[src/rtl/ring9_pkg.sv]
package ring9_pkg;
  // strobes sent from the control module to the storage datapath
  typedef struct packed {
    logic push;   // store wrData at the write slot
    logic pop;    // oldest slot is released
    logic clear;  // drop all contents
  } ring9Strobe_t;
endpackage

[src/rtl/ring9_ctrl.sv]
module ring9_ctrl
  import ring9_pkg::*;
#(
  parameter int ADDR_W = 3
) (
  input  logic              clk,
  input  logic              rstN,
  input  logic              softClr,
  input  logic              wrEn,
  input  logic              rdEn,
  output ring9Strobe_t      strb,
  output logic [ADDR_W-1:0] wrPtr,
  output logic [ADDR_W-1:0] rdPtr,
  output logic [ADDR_W-1:0] level,
  output logic              full,
  output logic              half
);
  localparam int DEPTH = 1 << ADDR_W;
  localparam int CNT_W = ADDR_W + 1;
  localparam logic [CNT_W-1:0] FULL_CNT = CNT_W'(DEPTH);
  localparam logic [CNT_W-1:0] HALF_CNT = CNT_W'(DEPTH / 2);

  logic [CNT_W-1:0] count;
  logic             isEmpty;

  assign isEmpty = (count == '0);
  assign full    = (count == FULL_CNT);
  assign half    = (count >= HALF_CNT);
  // level deliberately keeps only the low bits and wraps at DEPTH
  assign level   = count[ADDR_W-1:0];

  // acceptance is judged on the state before the edge
  always_comb begin
    strb.clear = softClr;
    strb.push  = wrEn && !full && !softClr;
    strb.pop   = rdEn && !isEmpty && !softClr;
  end

  always_ff @(posedge clk or negedge rstN) begin
    if (!rstN) begin
      count <= '0;
      wrPtr <= '0;
      rdPtr <= '0;
    end else if (strb.clear) begin
      count <= '0;
      wrPtr <= '0;
      rdPtr <= '0;
    end else begin
      if (strb.push) wrPtr <= ADDR_W'(wrPtr + 1'b1);
      if (strb.pop)  rdPtr <= ADDR_W'(rdPtr + 1'b1);
      case ({strb.push, strb.pop})
        2'b10:   count <= CNT_W'(count + 1'b1);
        2'b01:   count <= CNT_W'(count - 1'b1);
        default: count <= count;
      endcase
    end
  end
endmodule

[src/rtl/ring9_store.sv]
module ring9_store
  import ring9_pkg::*;
#(
  parameter int ADDR_W = 3,
  parameter int DATA_W = 9
) (
  input  logic              clk,
  input  logic              rstN,
  input  ring9Strobe_t      strb,
  input  logic [ADDR_W-1:0] wrPtr,
  input  logic [ADDR_W-1:0] rdPtr,
  input  logic [DATA_W-1:0] wrData,
  output logic [DATA_W-1:0] rdData
);
  localparam int DEPTH = 1 << ADDR_W;

  logic [DATA_W-1:0] slots [DEPTH];

  for (genvar g = 0; g < DEPTH; g++) begin : gSlot
    always_ff @(posedge clk or negedge rstN) begin
      if (!rstN)
        slots[g] <= '0;
      else if (strb.push && (wrPtr == ADDR_W'(g)))
        slots[g] <= wrData;
    end
  end

  // show-ahead: oldest word is always presented
  assign rdData = slots[rdPtr];
endmodule

[src/rtl/ring9_fifo.sv]
module ring9_fifo
  import ring9_pkg::*;
#(
  parameter int ADDR_W = 3,
  parameter int DATA_W = 9
) (
  input  logic              clk,
  input  logic              rstN,
  input  logic              softClr,
  input  logic              wrEn,
  input  logic [DATA_W-1:0] wrData,
  input  logic              rdEn,
  output logic [DATA_W-1:0] rdData,
  output logic [ADDR_W-1:0] level,
  output logic              full,
  output logic              half
);
  ring9Strobe_t      strb;
  logic [ADDR_W-1:0] wrPtr;
  logic [ADDR_W-1:0] rdPtr;

  ring9_ctrl #(.ADDR_W(ADDR_W)) uCtrl (
    .clk(clk), .rstN(rstN), .softClr(softClr), .wrEn(wrEn), .rdEn(rdEn),
    .strb(strb), .wrPtr(wrPtr), .rdPtr(rdPtr),
    .level(level), .full(full), .half(half)
  );

  ring9_store #(.ADDR_W(ADDR_W), .DATA_W(DATA_W)) uStore (
    .clk(clk), .rstN(rstN), .strb(strb), .wrPtr(wrPtr), .rdPtr(rdPtr),
    .wrData(wrData), .rdData(rdData)
  );
endmodule

[config.mk]
export PLATFORM = sky130hd
export DESIGN_NAME = ring9_fifo
export DESIGN_NICKNAME = d
export VERILOG_FILES = /design/src/rtl/ring9_pkg.sv /design/src/rtl/ring9_ctrl.sv /design/src/rtl/ring9_store.sv /design/src/rtl/ring9_fifo.sv
export SDC_FILE = /design/constraint.sdc
export NUM_CORES = 1
export LEC_CHECK = 0
export ABC_AREA = 0
export BUFFER_PORTS_ARGS = -buffer_cell sky130_fd_sc_hd__buf_2
export CAP_MARGIN = 20
export CELL_PAD_IN_SITES_DETAIL_PLACEMENT = 0
export CELL_PAD_IN_SITES_GLOBAL_PLACEMENT = 1
export CORE_MARGIN = 4
export CORE_UTILIZATION = 40
export CTS_CLUSTER_DIAMETER = 50
export DETAILED_ROUTE_END_ITERATION = 12
export GPL_ROUTABILITY_DRIVEN = 1
export PLACE_DENSITY = 0.64
export SLEW_MARGIN = 20
export SYNTH_ARGS = -nofsm -noshare
export SYNTH_HDL_FRONTEND = slang
export SYNTH_SLANG_ARGS = --single-unit
[constraint.sdc]
create_clock -name clk -period 3.95 [get_ports clk]
set_clock_uncertainty 0.1 [all_clocks]
set_input_delay 0.1975 -clock clk [delete_from_list [all_inputs] [get_ports clk]]
set_output_delay 0.1975 -clock clk [all_outputs]
set_load 0.01 [all_outputs]
Word level (Yosys, flattened, before mapping). Cells that the tools add are included.

Bits in registers: 82. Bits of input ports: 14. Output and inout bits: 14. Logic and storage cells: 57.

Add/subtract/negate cells: 4. $lt $le $gt $ge: 2. Equal/unequal tests: 10. Muxes and demuxes: 9. Bitwise gates (word level): 1. Reduce and logical (&&, ||, !) cells: 20.

Operators with widths (number): $bmux 9 s3 (1); $mux 9 (2); $eq 3x3->1 const B (4); $logic_and 1x1->1 (12); $mux 3 (4); $pmux 4 s2 (1); $add 3x1->3 const B (2); $eq 3x2->1 const B (2); $add 4x1->4 const B (1); $eq 4x4->1 const B (1); $ge 4x3->1 const B (1); $ge 4x4->1 const B (1); $logic_not 4->1 (1); $mux 4 (1); $not 3->4 (1); $reduce_bool 2->1 (2); $sub 4x1->4 const B (1); $eq 3x1->1 const B (1); $logic_not 1->1 (3); $logic_not 3->1 (1); $reduce_bool 3->1 (1); $eq 2x1->1 const B (1); $eq 2x2->1 const B (1).

Longest topological paths before layout.
Depth after elaboration: 7. Depth in mapped cells: 9. Depth with buffers taken out: 8.

By module. Synthesis repeated with hierarchy kept, for this count alone.

Cells, all modules: 261. Area total of the unflattened synthesis: 4052.6 µm².

By module, submodules not included: ring9_store (times used 1, cells each 191, area each 3352.0 µm², sequential area each 1801.7 µm²); ring9_ctrl (times used 1, cells each 70, area each 700.7 µm², sequential area each 250.2 µm²).

Least setup slack after synthesis. Ideal clock, no wire load.

Path kind: reg-to-reg. From: register uCtrl.count[1]. To: register uCtrl.count[3]. Library setup time: 0.137 ns. Arrival: 2.334 ns. Required time: 3.713 ns. Slack: 1.379 ns. Stages on the path, launching flop included: 9. Buffers on the path: 0. Period minus slack after synthesis: 2.571 ns. Cell sequence: dfrtp_1 > nor4b_4 > nor2_1 > nor3_1 > ha_1 > a211o_1 > o21a_1 > o211ai_1 > a31oi_1.

Word-level cells in the longest chain between the ends: 7. Elaborated cells on any way between the ends: 15. Classes of those cells: add/sub: 2; eq/ne: 3; mux: 2; reduce/logical: 8.

RTL lines: start: declaration (RTL line ring9_ctrl.sv:23) `logic [CNT_W-1:0] count;`; start signal: assignment (RTL line ring9_ctrl.sv:52) `2'b10: count <= CNT_W'(count + 1'b1);`; start signal: assignment (RTL line ring9_ctrl.sv:53) `2'b01: count <= CNT_W'(count - 1'b1);`; start signal: assignment (RTL line ring9_ctrl.sv:54) `default: count <= count;`; $eq 4x4->1 (*) (RTL line ring9_ctrl.sv:27) `assign full = (count == FULL_CNT);`; named net full (RTL line ring9_fifo.sv:15) `output logic full,`; $logic_not 1->1 (*) (RTL line ring9_ctrl.sv:35) `strb.push = wrEn && !full && !softClr;`; $logic_and 1x1->1 (*) (2 in series) (RTL line ring9_ctrl.sv:35); $eq 2x1->1 / $eq 2x2->1 (equally long branches) (RTL line ring9_ctrl.sv:51) `case ({strb.push, strb.pop})`; $pmux 4 s2 (RTL line ring9_ctrl.sv:51); $mux 4 (RTL line ring9_ctrl.sv:44) `end else if (strb.clear) begin`.

The timed path passes the listed nets; every way through them passes the cells marked *. A chain may end at the register's enable or synchronous reset.

Worst setup path after layout.
From: register uCtrl.count[0]. To: register uCtrl.count[3].

Word-level cells in the longest chain between the ends: 7. Elaborated cells on any way between the ends: 15. Classes of those cells: add/sub: 2; eq/ne: 3; mux: 2; reduce/logical: 8.

RTL lines (RTL line): $eq 4x4->1 / $logic_not 4->1 (equally long branches) (ring9_ctrl.sv:27, ring9_ctrl.sv:26); $logic_not 1->1 (on tied branches) (ring9_ctrl.sv:35, ring9_ctrl.sv:36); $logic_and 1x1->1 (on tied branches) (2 in series) (ring9_ctrl.sv:35, ring9_ctrl.sv:36); $eq 2x1->1 / $eq 2x2->1 (equally long branches) (ring9_ctrl.sv:51); $pmux 4 s2 (ring9_ctrl.sv:51); $mux 4 (ring9_ctrl.sv:44).

Several ways; a longest one is shown, not always the timed one.

==> impl_summary.md <==
Outcome
The run finished with clean final reports.

Critical path
The worst setup path is launched from a flip-flop. The largest driver fanout on the critical path is 8. The required time of the worst setup path is 4080 ps. The flop-to-flop setup slack is 1180 ps. Data arrives at the worst endpoint at 2890 ps. The launching instance or port of the critical path is uCtrl.count[0]. The kind of critical path is flip-flop to flip-flop.

The worst register-to-register path begins at uCtrl.count[0]. The worst setup path is captured at a flip-flop.

Clock network
TritonCTS built the clock tree. The tree built by TritonCTS fans out to 82 sinks. Post-CTS timing repair inserted 0 buffers for setup. The worst-skew pair later-pin latency is 340 ps. The longest clock path from root to sink contains 2 buffers.

The H-tree generated during clock tree synthesis spans 3 levels. The hold buffer count at cts is 1. Buffers inserted during clock tree synthesis total 9.

The tree is rooted in a clkbuf_8. In this run, post-CTS repair resized a total of 0 instances. The clock transition time at the flip-flop clock pins of the worst setup and hold paths is 80 ps.

Finish
After the last flow step, the layout net total stands at 312. The signed area change from the synthesized netlist to the final layout is 10.07%. The number of antenna diodes in the final layout is 0. Cells fill 45.60% of the core in the end. The share of layout cells above drive strength 1 is 51.71%. The final cell count without fillers is 425.

Floorplan
The die covers 11900 um^2. The y dimension of the die is 109.1 um. The initial core utilization is 41.43%. The width of the die is 109.1 um. The I/O pin count is 28. After floorplanning, the core was sized to cover 9864 um^2. The row count is 36.

Drt
For this block, the initial DRC count from the detailed router was 83. The number of vias per cell is 5.200. The average detailed-routed wire length per instance is 18.60 um. Once detail routing completed, the nets flagged for antenna violations numbered 0.

Summed over all layers, the routed wires come to 7905 um. The via count is 2210. Before antenna repair, the detailed router went through 4 iterations. In the routed design, unresolved DRC markers number 0.

Power
The analysis attributes to cell leakage a power of 2.064 nW. The worst-case IR drop observed on VDD is 0.3458 mV. The power density over the cells is 657.3 nW/um^2.

STA
Setup repair after global routing left no endpoint under its margin. The max-slew violation total from the final report is 0. The count of final setup violators is 0. Adding up every negative setup slack in the final design gives 0 ps. The slew at the pin closest to its max-slew limit is 803.5 ps. The hold violation count in the final report is 0.

Timing would allow up to 361.5 MHz. The final clock period utilization by the worst path is 70.03%. The worst path needs 2766 ps of the cycle, external delays included.

The tightest slew margin relative to the limit is 45.73%.

Logic synthesis
After Yosys synthesis, full adders, half adders and majority gates account for 3.246% of the synthesized area. The mux contribution to synthesized area is 35.70%. The share of the Yosys chip area taken by registers is 50.21%. Counting every net in the synthesized netlist gives 285. The complex-gate fraction of the synthesized area is 2.388%. In the synthesized netlist the dominant register cell turns out to be dfrtp_1. The count of yosys warnings during synthesis is 0. The average cell area after synthesis is 15.66 um^2. In the synthesized netlist the async set-or-reset flop fraction comes to 100.0%. Counting flops with a built-in enable in the synthesized netlist gives 0. After synthesis, the largest family of logic cells by area is multiplexers.

The largest area contributor in the netlist is dfrtp_1. The post-synthesis instance total is 261. After Yosys synthesis, and, or, nand and nor cells account for 4.378% of the synthesized area.

The combined area of all synthesized cells is 4086 um^2. The most frequent cell after synthesis is dfrtp_1. Summed over its instances, the top area cell type makes up 50.21% of the synthesized netlist area. After synthesis, the most frequently instantiated cells are 82 x dfrtp_1, 54 x mux2_2, 27 x mux2_4, 18 x mux4_2, 12 x nor2_1. The post-synthesis share of cell area spent on xor and xnor gates is 1.286%.

Synthesis inferred 82 register bits. The netlist uses 36 different library cells. Ranked by total cell area, the synthesized netlist is headed by dfrtp_1 50%, mux2_2 15%, mux2_4 9.9%.

Global route
The first global-routing pass estimated 13080 um of wire. The initial antenna violation count is 0. Global routing used 14.89% of the available tracks across all layers.

After global routing, the most crowded layer is met2. The fraction of met3 tracks used by global routing is 4.085%. The via count of the first global-routing pass is 2395. Global routing consumed, on the met1 layer, 19.31% of the routing resources. Entering global routing, the biggest net connects 83 pins. The overall overflow remaining after global route is 0. Global routing used 23.90% of the available met2 tracks.

Hold path
The worst hold path belongs to the class input port to flip-flop. The worst hold path begins at wrData[6].

Placement
The HPWL after detailed placement is 4855 um. The number of buffer cells added on primary ports is 27. The weighted congestion at the end of routability-driven global placement is 0.8013. Including well taps, the total number of placed cells is 409.

Job
The max-cap violation count is 0.
## stage by stage
step / cell area, um^2 / hold slack, ps / worst slack, ps / power, mW
2_1_floorplan: 4086 / -198.1 / 1379 / 2.176
3_3_place_gp: 4314 / 352.8 / 1230 / 2.423
3_5_place_dp: 4314 / 355.0 / 1166 / 2.443
4_1_cts: 4494 / 64.72 / 1158 / 3.006
5_1_grt: 4498 / 70.70 / 978.6 / 3.155
6_report: 4498 / 77.73 / 1184 / 2.956
## critical path, cell delays in order, from the launching register on
cell and delay (ps):
dfrtp_1 510, o41ai_1 810, nor3_1 210, ha_1 330, a211o_1 270, o21a_1 140
o211ai_1 180, a31oi_1 100
## flip-flops by register name, indices dropped and copies added (netlist names)
name,flops
uCtrl.wrPtr,3
uStore.slots,72
uCtrl.count,4
uCtrl.rdPtr,3
## final timing paths
check | endpoint | depth (start not counted)
hold / removal | uStore.slots[69] | 2
min in group asynchronous | uStore.slots[58] | 2
setup / recovery | uCtrl.count[3] | 7
max in group asynchronous | uCtrl.wrPtr[0] | 2
setup reg to reg | uCtrl.count[3] | 7
hold reg to reg | uStore.slots[9] | 1
## final cells by class
type / count / area, um^2
clock inverter: 4 / 28.78
inverter: 6 / 22.52
sequential: 82 / 2052
timing repair buffer: 30 / 166.4
fill: 894 / 5366
clock buffer: 11 / 141.4
tap: 133 / 166.4
multi-input combinational: 159 / 1921
## power by group
| group | total [mW] | internal, mW | switching (mW) |
|---|---|---|---|
| clock network | 0.542 | 0.242 | 0.300 |
| registers | 1.35 | 1.13 | 0.215 |
| logic | 1.07 | 0.688 | 0.379 |
## cell usage in the layout, fill, tap and decap left out, types with 3 or more instances in the layout
cell      count
dfrtp_1      82
mux2_2       54
mux2_4       27
buf_2        26
mux4_2       18
nor2_1       12
clkbuf_8     10
ha_1          9
inv_1         6
xnor2_1       5
mux2i_1       4
nor3_1        3
and3_1        3
nand3_2       3
## layer usage
layer | part of all wire, % | wire length (um)
met5 | 0 | 0
met4 | 1.4 | 114
met3 | 3.3 | 262
met2 | 47 | 3747
met1 | 48 | 3781
## logic make-up after synthesis
logic type | Yosys count
buf+inv | 20
fa+ha+maj | 10
compound gates | 12
xor+xnor | 6
simple gates | 28
mux | 103
flops | 82
(Power assumes the default switching activity.)
